**src/rtl/pwr_pkg.sv**
```systemverilog
package pwr_pkg;
    typedef enum logic [2:0] {
        ST_RUN   = 3'd0,
        ST_IDLE  = 3'd1,
        ST_PD    = 3'd2,
        ST_WTIME = 3'd3,
        ST_WHOLD = 3'd4
    } pm_state_e;

    typedef struct packed {
        pm_state_e state;
        logic      pulse;
    } pm_regs_t;
endpackage

```
**src/rtl/pwr_dcnt.sv**
```systemverilog
module pwr_dcnt #(
    parameter int          W       = 8,
    parameter logic [W-1:0] RST_VAL = '0
) (
    input  logic         clk,
    input  logic         rst_n,
    input  logic         load,
    input  logic [W-1:0] load_val,
    output logic         done
);
    logic [W-1:0] cnt_d, cnt_q;

    always_comb begin
        cnt_d = cnt_q;
        if (load)
            cnt_d = load_val;
        else if (cnt_q != '0)
            cnt_d = cnt_q - 1'b1;
    end

    always_ff @(posedge clk or negedge rst_n) begin
        if (!rst_n) cnt_q <= RST_VAL;
        else        cnt_q <= cnt_d;
    end

    assign done = (cnt_q == '0);

    AST_CNT_STAYS_DONE: assert property (@(posedge clk) disable iff (!rst_n)
        (done && !load) |=> done);
endmodule

```
**src/rtl/pwr_wake_src.sv**
```systemverilog
module pwr_wake_src #(
    parameter int N_XINT   = 4,
    parameter int N_SHARED = 2,
    parameter int N_GPIO   = 2
) (
    input  logic [N_XINT-1:0]   xint_n,
    input  logic [N_XINT-1:0]   xint_en,
    input  logic [N_XINT-1:0]   xint_level,
    input  logic [N_SHARED-1:0] vec_reassign,
    input  logic [N_GPIO-1:0]   gpio_wake,
    input  logic [N_GPIO-1:0]   gpio_wake_en,
    output logic                wake_any
);
    localparam int FIRST_SHARED = N_XINT - N_SHARED;

    logic [N_XINT-1:0] line_ok;

    for (genvar i = 0; i < N_XINT; i++) begin : g_line
        if (i >= FIRST_SHARED) begin : g_shared
            assign line_ok[i] = xint_en[i] & ~xint_n[i] &
                                (xint_level[i] | vec_reassign[i-FIRST_SHARED]);
        end else begin : g_plain
            assign line_ok[i] = xint_en[i] & ~xint_n[i] & xint_level[i];
        end
    end

    assign wake_any = (|line_ok) | (|(gpio_wake & gpio_wake_en));
endmodule

```
**src/rtl/pwr_mode_ctrl.sv**
```systemverilog
module pwr_mode_ctrl
    import pwr_pkg::*;
#(
    parameter int N_IRQ     = 4,
    parameter int N_XINT    = 4,
    parameter int N_SHARED  = 2,
    parameter int N_GPIO    = 2,
    parameter int WAKE_CYC  = 64,
    parameter int GUARD_CYC = 1000
) (
    input  logic                clk,
    input  logic                rst_n,
    input  logic                ext_rst,
    input  logic                ctl_wr,
    input  logic                ctl_idle,
    input  logic                ctl_pd,
    input  logic                wake_sel,
    input  logic [N_IRQ-1:0]    irq_req,
    input  logic [N_IRQ-1:0]    irq_en,
    input  logic [N_XINT-1:0]   xint_n,
    input  logic [N_XINT-1:0]   xint_en,
    input  logic [N_XINT-1:0]   xint_level,
    input  logic [N_SHARED-1:0] vec_reassign,
    input  logic [N_GPIO-1:0]   gpio_wake,
    input  logic [N_GPIO-1:0]   gpio_wake_en,
    output logic                cpu_clk_en,
    output logic                per_clk_en,
    output logic                cmp_en,
    output logic                osc_en,
    output logic                flash_en,
    output logic                wake_pulse,
    output logic                ready,
    output logic                mode_idle,
    output logic                mode_pd
);
    localparam int WT_W = $clog2(WAKE_CYC + 1);
    localparam int GD_W = $clog2(GUARD_CYC + 1);
    localparam logic [WT_W-1:0] WT_LOAD = WT_W'(WAKE_CYC - 1);
    localparam logic [GD_W-1:0] GD_LOAD = GD_W'(GUARD_CYC - 1);

    pm_regs_t r_d, r_q;
    logic wake_any, irq_any, pd_ok;
    logic wt_load, wt_done, gd_load, gd_done;

    pwr_wake_src #(
        .N_XINT(N_XINT), .N_SHARED(N_SHARED), .N_GPIO(N_GPIO)
    ) u_wake (
        .xint_n(xint_n), .xint_en(xint_en), .xint_level(xint_level),
        .vec_reassign(vec_reassign), .gpio_wake(gpio_wake),
        .gpio_wake_en(gpio_wake_en), .wake_any(wake_any)
    );

    pwr_dcnt #(.W(WT_W), .RST_VAL('0)) u_wake_tmr (
        .clk(clk), .rst_n(rst_n), .load(wt_load),
        .load_val(WT_LOAD), .done(wt_done)
    );

    pwr_dcnt #(.W(GD_W), .RST_VAL(GD_LOAD)) u_guard (
        .clk(clk), .rst_n(rst_n), .load(gd_load),
        .load_val(GD_LOAD), .done(gd_done)
    );

    assign irq_any = |(irq_req & irq_en);
    assign pd_ok   = ctl_wr & ctl_pd & gd_done;

    always_comb begin
        r_d       = r_q;
        r_d.pulse = 1'b0;
        wt_load   = 1'b0;
        gd_load   = 1'b0;
        unique case (r_q.state)
            ST_RUN: begin
                if (pd_ok)
                    r_d.state = ST_PD;
                else if (ctl_wr && ctl_idle)
                    r_d.state = ST_IDLE;
            end
            ST_IDLE: begin
                if (irq_any) begin
                    r_d.state = ST_RUN;
                    r_d.pulse = 1'b1;
                end
            end
            ST_PD: begin
                if (wake_any) begin
                    wt_load   = 1'b1;
                    r_d.state = wake_sel ? ST_WHOLD : ST_WTIME;
                end
            end
            ST_WTIME: begin
                if (wt_done) begin
                    r_d.state = ST_RUN;
                    r_d.pulse = 1'b1;
                    gd_load   = 1'b1;
                end
            end
            ST_WHOLD: begin
                if (!wake_any) begin
                    r_d.state = ST_RUN;
                    r_d.pulse = 1'b1;
                    gd_load   = 1'b1;
                end
            end
            default: r_d.state = ST_RUN;
        endcase
        if (ext_rst) begin
            r_d.state = ST_RUN;
            r_d.pulse = 1'b0;
            wt_load   = 1'b0;
            gd_load   = 1'b1;
        end
    end

    always_ff @(posedge clk or negedge rst_n) begin
        if (!rst_n) r_q <= '{state: ST_RUN, pulse: 1'b0};
        else        r_q <= r_d;
    end

    assign cpu_clk_en = (r_q.state == ST_RUN);
    assign per_clk_en = (r_q.state == ST_RUN) || (r_q.state == ST_IDLE);
    assign cmp_en     = (r_q.state == ST_RUN);
    assign osc_en     = (r_q.state != ST_PD);
    assign flash_en   = (r_q.state != ST_PD);
    assign ready      = per_clk_en;
    assign mode_idle  = (r_q.state == ST_IDLE);
    assign mode_pd    = (r_q.state == ST_PD) || (r_q.state == ST_WTIME) ||
                        (r_q.state == ST_WHOLD);
    assign wake_pulse = r_q.pulse;

    AST_OSC_OFF_NEEDS_GUARD: assert property (@(posedge clk) disable iff (!rst_n)
        $fell(osc_en) |-> $past(gd_done));
    AST_FLASH_OFF_NEEDS_WRITE: assert property (@(posedge clk) disable iff (!rst_n)
        $fell(flash_en) |-> $past(ctl_wr && ctl_pd));
    AST_PULSE_SINGLE: assert property (@(posedge clk) disable iff (!rst_n)
        wake_pulse |=> !wake_pulse);
    AST_IDLE_EXIT_CAUSE: assert property (@(posedge clk) disable iff (!rst_n)
        ($past(mode_idle) && !mode_idle) |-> ($past(irq_any) || $past(ext_rst)));
    AST_HOLD_KEEPS_GATE: assert property (@(posedge clk) disable iff (!rst_n)
        (r_q.state == ST_WHOLD && wake_any && !ext_rst) |=> !cpu_clk_en);
endmodule

```
**config.mk**
```make
export PLATFORM = sky130hd
export DESIGN_NAME = pwr_mode_ctrl
export DESIGN_NICKNAME = d
export VERILOG_FILES = /design/src/rtl/pwr_pkg.sv /design/src/rtl/pwr_dcnt.sv /design/src/rtl/pwr_wake_src.sv /design/src/rtl/pwr_mode_ctrl.sv
export SDC_FILE = /design/constraint.sdc
export NUM_CORES = 1
export LEC_CHECK = 0
export BUFFER_PORTS_ARGS = -buffer_cell sky130_fd_sc_hd__buf_2
export CORE_MARGIN = 4
export CORE_UTILIZATION = 32
export DETAILED_ROUTE_END_ITERATION = 8
export PLACE_DENSITY = 0.55
export SYNTH_ARGS = -nofsm -noshare
export SYNTH_HDL_FRONTEND = slang
export SYNTH_SLANG_ARGS = --single-unit
```
**constraint.sdc**
```tcl
create_clock -name clk -period 2.08 [get_ports clk]
set_input_delay 0.416 -clock clk [delete_from_list [all_inputs] [get_ports clk]]
set_output_delay 0.416 -clock clk [all_outputs]
set_load 0.03 [all_outputs]
```
==> results.yml <==
floorplan:
  die_h_um: 72.6
  ioPinCount: 42
  dieArea_um2: 5260
  die_w_um: 72.6
  coreArea_um2: 4030
  rows: 23
  initial_utilization_pct: 33.1
place:
  dp_cells: 230
  placed_cell_area_um2: 1600
  routabilityCongestion: 0.845
  hpwl_mm: 2.40
  port-buffer-count: 41
  pre_cts_slack_ns: 0.0110
worst_setup_path:
  cp_max_fo: 5
  crit_type: "reg -> reg"
  cp-start-kind: "flop"
  cpPeakStageDelay_ns: 0.41
  crit_arrival_ns: 2.19
  required_ns: 2.23
  cp_cell_sequence: "inv_1 -> ha_1 -> or3b_4 -> nor4_4 -> a2111oi_1 -> a221oi_2 -> mux2_1"
  worstSetupEndpointType: "flop"
  crit_slowest_cell: "or3b_4"
power:
  leakagePower_nw: 0.746
  vdd_drop_max_mv: 0.220
  p_per_area_nw_per_um2: 730
  power_mw: 1.22
sta:
  rsz0062_at_grt: "yes"
  hold_viol: 0
  holdWs_ns: 0.0968
  fin_tns_setup_ns: 0
  post-route-period-util_pct: 97.7
  fmax_mhz: 492
  finalSetupViolCount: 0
  period_needed_ns: 2.03
  tightest_slew_ns: 0.470
  max_slew_margin_pct: 68.2
  fin_ws_ns: 0.0480
  slew_viol_final: 0
  finClkSkew_ns: 0.00512
clock_tree:
  clock-sinks: 21
  cts_buffer_depth: 2
  ctsHoldBuffers: 0
  htree_levels: 1
  clkLatencyLatePin_ns: 0.26
  cts_buffers: 3
  ctsRootBufferMaster: "clkbuf_8"
  clk_pin_slew_ns: 0.08
  cts_tree: "yes"
global_routing:
  grt_max_degree: 22
  antenna_found_initial: 0
  grt_first_pass_wirelength_mm: 5.30
  grt_overflow: 0
  grtUsageTotal_pct: 12.8
  grt_pass1_vias: 1246
logic_synthesis:
  synth.top_cells.by_count: "nand2_1 (16), dfrtp_1 (13)"
  ys_warn_count: 0
  synth_top_area_share_pct: 24.4
  synth_most_common_cell: "nand2_1"
  synth_edf_count: 0
  yosys.area.top_type: "dfrtp_1"
  syn_nets: 177
  synth_ff_type: "dfrtp_1"
  async_flop_share_pct: 100
  syn_avg_cell_area_um2: 9.46
  yosysUniqueCellTypes: 46
  synth_area_um2: 1330
  synthTopCellsByArea: "dfrtp_1 (24%), dfstp_2 (16%), nand2_1 (4.5%)"
  netlist_instances: 141
  yosys_register_bits: 21
  seq_area_frac_synth_pct: 40.2
detailed_routing:
  vias: 1222
  routedWlPerCell_um: 12.9
  dr.pass1.iters: 4
  vias_per_cell: 5.20
  wirelength_mm: 3.04
  drtAntennaViolNets: 0
  drc: 0
  drt_iter0_markers: 29
finish:
  fin_util_pct: 41.3
  n_antenna_cell: 0
  final_nets: 222
  design_area_um2: 1660
  area_growth_pct: 24.8
  final_cells: 235
  drive_gt1_share_pct: 37.8
outcome:
  status: "completed"
hold_path:
  hp-class: "in -> async"
job:
  max_cap_viol_count: 0
[power breakdown]
group | internal, mW | switching [mW]
clock network | 0.134 | 0.143
registers | 0.483 | 0.0832
logic | 0.186 | 0.186
[path summary, 6_finish.rpt]
check                                     from          endpoint  slack, ns  depth (start not counted)
min in group clk                       ext_rst        wake_pulse       0.45                          2
setup reg to reg           u_wake_tmr.cnt_q[0]            r_q[2]       0.05                          7
setup / recovery           u_wake_tmr.cnt_q[0]            r_q[2]       0.05                          7
hold / removal                           rst_n            r_q[2]        0.1                          1
hold reg to reg               u_guard.cnt_q[8]  u_guard.cnt_q[8]       0.52                          2
max in group asynchronous                rst_n  u_guard.cnt_q[8]       1.63                          1
[sequential cells by signal, summed over array words and instances (netlist names)]
name / count
u_wake_tmr.cnt_q: 7
r_q: 3
u_guard.cnt_q: 10
wake_pulse: 1
[kinds of logic after synthesis]
group	after synthesis	synth area share, %
and+or+nand+nor	63	27.3
AOI/OAI and AO/OA	27	16.4
DFF	21	40.1
buffers and inverters	16	5.53
xor gates and xnor gates	7	4.60
muxes	4	3.19
adders and majority gates	3	2.81
[layout by cell type (no fill, tap or decap), types with 3 or more instances in the layout]
cell type	count
a21oi_1	8
buf_2	41
buf_4	7
clkbuf_8	3
dfrtp_1	13
dfstp_2	8
ha_1	3
inv_1	8
nand2_1	16
nand2b_1	3
nand3_1	5
nor2_1	8
nor2b_1	4
nor3_1	7
nor4_1	3
or3_1	4
xnor2_1	6
[cell type report]
cell class | count | area, um2
Clock buffer | 3 | 41.3
Sequential cell | 21 | 536
Tap cell | 50 | 62.6
Inverter | 8 | 30.0
Clock inverter | 1 | 5.00
Multi-Input combinational cell | 104 | 732
Fill cell | 422 | 2360
Timing Repair Buffer | 48 | 258
[what timing repair did]
action                                  in CTS  in global routing
hold endpoints to repair                     0                  0
setup buffers                                0                  2
endpoints found under the setup margin       1                 11
gates resized for setup                      1                  2
[worst max-delay path: cells and delay by family, from the launching register on]
kind            cells  cell delay (ns)
buf+inv             1             0.08
fa+ha+maj           1             0.16
compound gates      2             0.34
mux                 1             0.34
flops               1             0.39
simple gates        2             0.60
[per-layer routing]
| metal | vias up | part of all wire [%] | GRT usage [%] |
|---|---|---|---|
| met5 | - | 0 | 0 |
| met4 | 0 | 0.79 | 4.92 |
| met3 | 2 | 5.3 | 2.22 |
| met2 | 37 | 50 | 21.6 |
| met1 | 578 | 44 | 16.1 |
| li1 | 605 | - | - |
Power figures use the tool's default switching activity.
